**config.mk**
```make
export PLATFORM = sky130hd
export DESIGN_NAME = dma_irq_ctrl
export DESIGN_NICKNAME = d
export VERILOG_FILES = /design/src/rtl/dmairq_pkg.sv /design/src/rtl/dmairq_flag_bank.sv /design/src/rtl/dmairq_master_eval.sv /design/src/rtl/dmairq_edge_pulse.sv /design/src/rtl/dma_irq_ctrl.sv
export SDC_FILE = /design/constraint.sdc
export NUM_CORES = 1
export LEC_CHECK = 0
export ABC_AREA = 1
export BUFFER_PORTS_ARGS = -buffer_cell sky130_fd_sc_hd__buf_2
export CAP_MARGIN = 25
export CORE_MARGIN = 5
export CORE_UTILIZATION = 38
export CTS_BUF_LIST = sky130_fd_sc_hd__clkbuf_8
export DETAILED_ROUTE_END_ITERATION = 6
export HOLD_SLACK_MARGIN = 0.05
export PLACE_DENSITY = 0.87
export RECOVER_POWER = 50
export SYNTH_ARGS = -nofsm -noshare
export SYNTH_HDL_FRONTEND = slang
export SYNTH_SLANG_ARGS = --single-unit
```
**constraint.sdc**
```tcl
create_clock -name clk -period 0.95 [get_ports clk]
set_clock_uncertainty 0.05 [all_clocks]
set_input_delay 0.2375 -clock clk [delete_from_list [all_inputs] [get_ports clk]]
set_output_delay 0.2375 -clock clk [all_outputs]
set_load 0.1 [all_outputs]
```
**src/rtl/dmairq_pkg.sv**
```systemverilog
package dmairq_pkg;
    localparam int REG_W     = 32;
    localparam int SPARE_W   = 6;
    localparam int FORCE_POS = 15;
    localparam int ENA_LSB   = 16;
    localparam int MEN_POS   = 23;
    localparam int FLG_LSB   = 24;
    localparam int MFLAG_POS = 31;
    localparam int MAX_CH    = 7;
endpackage

```
**src/rtl/dmairq_flag_bank.sv**
```systemverilog
module dmairq_flag_bank #(
    parameter int NUM_CH = 7
) (
    input  logic              clk,
    input  logic              rst_n,
    input  logic [NUM_CH-1:0] ch_done,
    input  logic [NUM_CH-1:0] ch_en_q,
    input  logic [NUM_CH-1:0] ack,
    output logic [NUM_CH-1:0] flag_d,
    output logic [NUM_CH-1:0] flag_q
);
    // A completion that passes its gate takes priority over an acknowledge.
    always_comb begin
        for (int n = 0; n < NUM_CH; n++) begin
            if (ch_done[n] && ch_en_q[n]) begin
                flag_d[n] = 1'b1;
            end else if (ack[n]) begin
                flag_d[n] = 1'b0;
            end else begin
                flag_d[n] = flag_q[n];
            end
        end
    end

    always_ff @(posedge clk or negedge rst_n) begin
        if (!rst_n) begin
            flag_q <= '0;
        end else begin
            flag_q <= flag_d;
        end
    end
endmodule

```
**src/rtl/dmairq_master_eval.sv**
```systemverilog
module dmairq_master_eval #(
    parameter int NUM_CH = 7
) (
    input  logic              force_irq,
    input  logic              master_en,
    input  logic [NUM_CH-1:0] ch_en,
    input  logic [NUM_CH-1:0] ch_flag,
    output logic              cond
);
    logic any_armed;

    always_comb begin
        any_armed = |(ch_en & ch_flag);
        cond      = force_irq | (master_en & any_armed);
    end
endmodule

```
**src/rtl/dmairq_edge_pulse.sv**
```systemverilog
module dmairq_edge_pulse (
    input  logic clk,
    input  logic rst_n,
    input  logic cond_d,
    output logic level_q,
    output logic pulse_q
);
    typedef struct packed {
        logic level;
        logic pulse;
    } edge_t;

    edge_t st_d, st_q;

    // The stored level doubles as the edge latch: it re-arms once the condition drops.
    always_comb begin
        st_d.level = cond_d;
        st_d.pulse = cond_d & ~st_q.level;
    end

    always_ff @(posedge clk or negedge rst_n) begin
        if (!rst_n) begin
            st_q <= '0;
        end else begin
            st_q <= st_d;
        end
    end

    assign level_q = st_q.level;
    assign pulse_q = st_q.pulse;
endmodule

```
**src/rtl/dma_irq_ctrl.sv**
```systemverilog
module dma_irq_ctrl
    import dmairq_pkg::*;
#(
    parameter int NUM_CH = 7
) (
    input  logic              clk,
    input  logic              rst_n,
    input  logic              wr_en,
    input  logic [REG_W-1:0]  wr_data,
    input  logic [NUM_CH-1:0] ch_done,
    output logic [REG_W-1:0]  rd_data,
    output logic              irq_pulse
);
    typedef struct packed {
        logic [SPARE_W-1:0] spare;
        logic               force_irq;
        logic [NUM_CH-1:0]  ch_en;
        logic               master_en;
    } ctrl_t;

    ctrl_t             ctrl_d, ctrl_q;
    logic [NUM_CH-1:0] ack;
    logic [NUM_CH-1:0] flag_d, flag_q;
    logic              cond_d, cond_q;
    logic              unused_wr;

    assign unused_wr = ^{wr_data[MFLAG_POS], wr_data[FORCE_POS-1:SPARE_W]};

    always_comb begin
        ctrl_d = ctrl_q;
        ack    = '0;
        if (wr_en) begin
            ctrl_d.spare     = wr_data[SPARE_W-1:0];
            ctrl_d.force_irq = wr_data[FORCE_POS];
            ctrl_d.ch_en     = wr_data[ENA_LSB +: NUM_CH];
            ctrl_d.master_en = wr_data[MEN_POS];
            ack              = wr_data[FLG_LSB +: NUM_CH];
        end
    end

    always_ff @(posedge clk or negedge rst_n) begin
        if (!rst_n) begin
            ctrl_q <= '0;
        end else begin
            ctrl_q <= ctrl_d;
        end
    end

    dmairq_flag_bank #(.NUM_CH(NUM_CH)) u_flags (
        .clk     (clk),
        .rst_n   (rst_n),
        .ch_done (ch_done),
        .ch_en_q (ctrl_q.ch_en),
        .ack     (ack),
        .flag_d  (flag_d),
        .flag_q  (flag_q)
    );

    // The condition is evaluated on next-state values so that the pulse lines up
    // with the first cycle in which the master bit reads 1.
    dmairq_master_eval #(.NUM_CH(NUM_CH)) u_eval (
        .force_irq (ctrl_d.force_irq),
        .master_en (ctrl_d.master_en),
        .ch_en     (ctrl_d.ch_en),
        .ch_flag   (flag_d),
        .cond      (cond_d)
    );

    dmairq_edge_pulse u_edge (
        .clk     (clk),
        .rst_n   (rst_n),
        .cond_d  (cond_d),
        .level_q (cond_q),
        .pulse_q (irq_pulse)
    );

    always_comb begin
        rd_data                      = '0;
        rd_data[SPARE_W-1:0]         = ctrl_q.spare;
        rd_data[FORCE_POS]           = ctrl_q.force_irq;
        rd_data[ENA_LSB +: NUM_CH]   = ctrl_q.ch_en;
        rd_data[MEN_POS]             = ctrl_q.master_en;
        rd_data[FLG_LSB +: NUM_CH]   = flag_q;
        rd_data[MFLAG_POS]           = cond_q;
    end
endmodule

```
# --- Word-level counts from Yosys, hierarchy flattened ---
# Cells that the tools add are included.
word_totals:
  register_bits: 24
  in_bits: 42
  output_inout_bits: 33
  elab_cells: 36
classes:
  muxes: 16
  bitwise_logic: 5
  n_reduce_logical: 8
ops:
  columns: ["operator", "n"]
  rows:
  - ["$mux W1", 14]
  - ["$mux W9", 1]
  - ["$and A7 B7 Y7", 1]
  - ["$logic_and A1 B1 Y1", 7]
  - ["$mux W7", 1]
  - ["$reduce_or A7 Y1", 1]
  - ["$and A1 B1 Y1", 2]
  - ["$not A1 Y1", 1]
  - ["$or A1 B1 Y1", 1]

# --- Longest topological paths before layout ---
# Gate-level depths: netlist (run 1).
depth:
  ltp_word: 8
  ltp_mapped: 10
  depth_no_buf: 9

# --- Cells and area by module ---
# From an unflattened synthesis (run 1), not the netlist that was laid out.
hier_totals:
  cells_unflattened: 145
  area_unflattened_um2: 1109.8
modules_own_cells:
  columns: ["mod", "instances", "cells_per_inst", "area_per_inst_um2", "seq_area_each_um2"]
  rows:
  - ["dma_irq_ctrl", 1, 89, 705.7, 375.4]
  - ["dmairq_flag_bank", 1, 35, 280.3, 175.2]
  - ["dmairq_master_eval", 1, 17, 63.8, 0.0]
  - ["dmairq_edge_pulse", 1, 4, 60.1, 50.0]

# --- Least setup slack after synthesis (run 1) ---
# OpenSTA, ideal clock, no wires.
synth_timing:
  path_kind: "reg2reg"
  startpoint: "reg ctrl_q, in the netlist rd_data[22]"
  endpoint: "reg u_edge.st_q, in the netlist u_edge.pulse_q"
  setup_ps: 79
  arrival_time_ps: 1493
  required_ps: 821
  slack_ps: -672
  path_stages_with_launch: 9
  n_path_buf: 0
  synth_period_minus_slack_ps: 1622
  path_cell_list: "dfrtp_1 -> nand2_1 -> nand2_1 -> nand2_1 -> nand2_1 -> nor2_1 -> nand2_1 -> nand2_2 -> a21oi_1"
synth_lines:
  columns: ["element", "line", "rtl"]
  rows:
  - ["start, declared", "dma_irq_ctrl.sv:21", "ctrl_t ctrl_d, ctrl_q;"]
  - ["start signal, assigned", "dma_irq_ctrl.sv:45", "ctrl_q <= ctrl_d;"]
  - ["end signal, assigned", "dmairq_edge_pulse.sv:25", "st_q <= st_d;"]
  - ["end, declared", "dmairq_edge_pulse.sv:13", "edge_t st_d, st_q;"]

==> impl_metrics.ini, run 1 <==
[clock_tree]
clkTransAtPathRegs_ps = 80
cts_tree = yes
insertion_delay_ps = 260
htree_levels = 1
clockRootBuffer = clkbuf_8
cts_made_buffers = 3
clock_sinks = 24
cts_buffer_depth = 2

[critical_path]
r2r_cells = 9
cp-start-kind = register
critPathRequiredTime_ps = 1040
worstSetupStartpoint = rd_data[20]
crit_type = reg -> reg
timing.rr.end = u_edge.level_q
endpoint = u_edge.level_q
arrival_ps = 1450
crit_path_end_kind = register
reg2reg_from = rd_data[20]
r2r_setup_slack_ps = -410
crit_path_max_fanout = 2

[min_path]
hold_path_class = in -> async

[global_routing]
grt_pass1_wl_mm = 5.04
overflow = 0
grt_pass1_vias = 1163
grt_max_degree = 25
antenna_found_initial = 0
track_usage_pct = 15.4

[synthesis]
synth_warnings = 0
ys_seq_area_share_pct = 55.7
ys_types = 13
synth-seq-cells = 24
synth_area_mm2 = 0.00108
postSynthCellCount = 129
syn_area_per_cell_um2 = 8.35

[power]
power_density_mw_per_mm2 = 1920
p_total_w = 0.00410
leakagePower_nw = 1.10
ir_drop_uv = 1440

[sta]
hold_viol = 24
slew-limit-headroom_pct = 60.9
holdWs_ps = -86.5
rsz0062_at_grt = true
worst-slew-pin-transition_ps = 587
setup_violations = 30
slew_violations = 0
fin_crit_ps = 1360
fin_setup_tns_ps = -8260
setup_ws_ps = -410
fmax_mhz = 735
post-route-period-util_pct = 143

[cells_and_area]
areaGrowthSynthToFinish_pct = 98.0
fill_cells = 166
nets = 255
drive_gt1_share_pct = 61.3
n_antenna_cell = 0
utilization_pct = 78.0

[die]
num_rows = 19
pin_count = 75
die_area_mm2 = 0.00400
dieWidth_um = 63.2
core_mm2 = 0.00273
start_util_pct = 39.4
dieHeight_um = 63.2

[route]
vias = 1090
wire_per_inst_um = 13.4
viasPerCell = 4.49
drc = 0
detail-route-antenna-nets = 0
drt-total-wl_mm = 3.26
dr.pass1.iters = 4
first_iter_violations = 29

[flow_run]
cap_violations = 0

[status]
violations = hold timing, setup timing
status = complete, but fails checks

[place]
gp_congestion = 0.758
io_buffer_count = 55
hpwlAfterDp_mm = 2.36
[critical path, cell delays in order, from the launching register on]
cell and delay (ps):
dfrtp_4 490, buf_6 130, nand2_2 70, nand2_2 70, nand2_2 70, nand2_2 60
nor2_2 100, nand2_1 70, nand2_2 70, nand2_1 60
[routing by layer]
layer	track usage [%]	share of wire (%)
met1	16.5	34
met5	0	0
met3	4.26	6.9
met2	29.6	58
met4	3.38	1.3
[what timing repair did]
action	in CTS	in global routing
resized for setup	18	16
endpoints found under the setup margin	26	32
buffers inserted	7	2
pin swaps	1	8
gates cloned	0	0
hold endpoints to repair	24	24
[report_power, final]
part	switching, W	internal, W	leakage (nW)	total (W)
clock	0.000304	0.000369	0.0288	0.000673
sequential	0.000110	0.00119	0.264	0.00130
combinational	0.00135	0.000777	0.808	0.00213
total	0.00176	0.00233	1.10	0.00410
[Yosys cell counts]
library cell | number | area share [%]
buf_6 | 3 | 3.1
nand2_2 | 4 | 2.3
nand2_1 | 78 | 27
buf_4 | 10 | 7.0
dfrtp_1 | 24 | 56
nand2_4 | 1 | 1.0
nor2_1 | 2 | 0.70
inv_1 | 2 | 0.70
a21oi_1 | 1 | 0.46
inv_2 | 1 | 0.35
or2_1 | 1 | 0.58
conb_1 | 1 | 0.35
o21ai_0 | 1 | 0.46
[stage by stage]
stage	setup WS [ps]	area, um2	hold WS, ps	instances
floorplan	-325	1180	-108	137
global placement	-280	1890	184	230
detailed placement	-347	1890	190	230
CTS	-372	2070	-90.8	241
global route	-548	2130	-47.6	243
finish	-410	2130	-86.5	243
[worst min path at each step]
stage	from	endpoint	slack, ps
final	rst_n	u_flags.flag_q[4]	-90
after global routing	rst_n	u_edge.level_q	-50
after CTS	rst_n	u_flags.flag_q[6]	-90
after detailed placement	rst_n	u_flags.flag_q[6]	190
after global placement	rst_n	rd_data[18]	180
after floorplan	rst_n	rd_data[0]	-110
[registers in the layout (all words and copies together), names as in the netlist]
register        flops
u_edge.level_q      1
rd_data            15
u_edge.pulse_q      1
u_flags.flag_q      7
[placed cells by master (no fill, tap or decap)]
cell type / synthesis / layout
nand2_1: 78 / 66
buf_2: 0 / 30
buf_12: 0 / 24
buf_6: 3 / 19
dfrtp_4: 0 / 16
nand2_2: 4 / 15
buf_4: 10 / 10
conb_1: 1 / 9
dfrtp_2: 0 / 6
clkbuf_8: 0 / 4
nand2_4: 1 / 2
inv_1: 2 / 2
dfrtp_1: 24 / 2
inv_2: 1 / 1
or2_1: 1 / 1
o21ai_4: 0 / 1
nor2_2: 0 / 1
nor2_1: 2 / 1
a21oi_1: 1 / 1
clkbuf_2: 0 / 1
[layout make-up]
| cell class | count | area (um2) | share of cell area, % |
|---|---|---|---|
| multi-input combinational | 97 | 435 | 20.4 |
| inverter | 3 | 11.3 | 0.528 |
| tap | 31 | 38.8 | 1.82 |
| sequential | 24 | 668 | 31.3 |
| timing repair buffer | 84 | 925 | 43.3 |
| clock buffer | 4 | 55.1 | 2.58 |
[kinds of logic after synthesis]
family	count (synthesis)	synth area share (%)
other	1	0.348
flip-flops	24	55.7
AND/OR/NAND/NOR	86	31.8
buffers and inverters	16	11.1
AO/OA/AOI/OAI	2	0.928
(Power assumes the default switching activity.)
==> run 2: changes to the inputs <==
--- a/config.mk
+++ b/config.mk
@@ -15,6 +15,7 @@
 export HOLD_SLACK_MARGIN = 0.05
 export PLACE_DENSITY = 0.87
 export RECOVER_POWER = 50
+export SKIP_CTS_REPAIR_TIMING = 1
 export SYNTH_ARGS = -nofsm -noshare
 export SYNTH_HDL_FRONTEND = slang
 export SYNTH_SLANG_ARGS = --single-unit
==> impl_metrics.ini, run 2 (synthesis gave the netlist of run 1 again) <==
[cells_and_area]
areaGrowthSynthToFinish_pct = 88.3
final_common_cell = nand2_1
drive_gt1_share_pct = 53.7
largest_reg_flops = 15
utilization_pct = 74.2
fill_cells = 190
nets = 248
n_antenna_cell = 0
final_cell_mix = nand2_1, buf_2, buf_12

[sta]
fmax_mhz = 747
setup_ws_ps = -388
holdWs_ps = -89.5
fin_crit_ps = 1340
slew-limit-headroom_pct = 61.4
post-route-period-util_pct = 141
hold_viol = 24
setup_violations = 27
worst-slew-pin-transition_ps = 580
rsz0062_at_grt = true
fin_setup_tns_ps = -7710
slew_violations = 0

[route]
drt-total-wl_mm = 2.93
dr.pass1.iters = 4
first_iter_violations = 16
detail-route-antenna-nets = 0
wire_per_inst_um = 12.4
drc = 0
vias = 1033
viasPerCell = 4.38

[critical_path]
cp-start-kind = register
timing.rr.end = u_edge.pulse_q
worstSetupStartpoint = rd_data[22]
reg2reg_from = rd_data[22]
worst-path-buf-inv = 2
crit_type = reg -> out
crit_path_end_kind = primary output
critPathRequiredTime_ps = 660
arrival_ps = 1050
r2r_cells = 8
crit_chain = buf_6, buf_12
cpMaxStageDelayCell = dfrtp_4
endpoint = rd_data[22]
r2r_setup_slack_ps = -280
cp.depth = 2
crit_family = flip-flops
critPathMaxStageDelay_ps = 510
crit_path_max_fanout = 3

[die]
pin_count = 75
dieWidth_um = 63.2
num_rows = 19
core_mm2 = 0.00273
start_util_pct = 39.4
dieHeight_um = 63.2
die_area_mm2 = 0.00400

[power]
power_density_mw_per_mm2 = 1960
ir_drop_uv = 1470
p_total_w = 0.00398
leakagePower_nw = 1.06

[flow_run]
cap_violations = 0

[min_path]
hold_path_class = in -> async

[clock_tree]
clkTransAtPathRegs_ps = 80
cts_tree = yes
cts_made_buffers = 3
cts_buffer_depth = 2
insertion_delay_ps = 260
htree_levels = 1
clock_sinks = 24
clockRootBuffer = clkbuf_8

[status]
status = complete, but fails checks
violations = hold timing, setup timing

[global_routing]
track_usage_pct = 14.4
grt_pass1_vias = 1063
antenna_found_initial = 0
overflow = 0
grt_pass1_wl_mm = 4.71
grt_max_degree = 25

[place]
hpwlAfterDp_mm = 2.36
io_buffer_count = 55
gp_congestion = 0.758
## run 2: where the power goes
part           internal [W]  total, W  switching [W]  leakage (nW)
registers           0.00119   0.00130       0.000109         0.264
logic              0.000719   0.00202        0.00131         0.766
clock network      0.000369  0.000660       0.000291        0.0288
## run 2: stage by stage
stage                     hold WS, ps  instance area (um2)  setup WS [ps]  std cells
after floorplan                  -108                 1180           -325        137
after CTS                       -90.8                 1950           -409        234
final                           -89.5                 2030           -388        236
after global routing            -51.0                 2030           -415        236
after global placement            184                 1890           -280        230
after detailed placement          190                 1890           -347        230
## run 2: worst min-delay path by stage
stage | slack, ps | from | to | cells past startpoint
3_3_place_gp | 180 | rst_n | rd_data[18] | 1
5_1_grt | -50 | rst_n | rd_data[22] | 1
4_1_cts | -90 | rst_n | u_flags.flag_q[6] | 1
6_report | -90 | rst_n | u_flags.flag_q[4] | 1
2_1_floorplan | -110 | rst_n | rd_data[0] | 0
3_5_place_dp | 190 | rst_n | u_flags.flag_q[6] | 1
## run 2: area by class of cell
class	count	area [um2]	share of cell area, %
Inverter	3	11.3	0.555
Timing Repair Buffer	77	857	42.3
Clock buffer	4	55.1	2.71
Sequential cell	24	668	32.9
Tap cell	31	38.8	1.91
Multi-Input combinational cell	97	398	19.6
## run 2: metal layers
metal	wire length, um	track usage [%]
met5	0	0
met4	30	3.38
met3	212	4.26
met2	1630	26.8
met1	1050	16.0
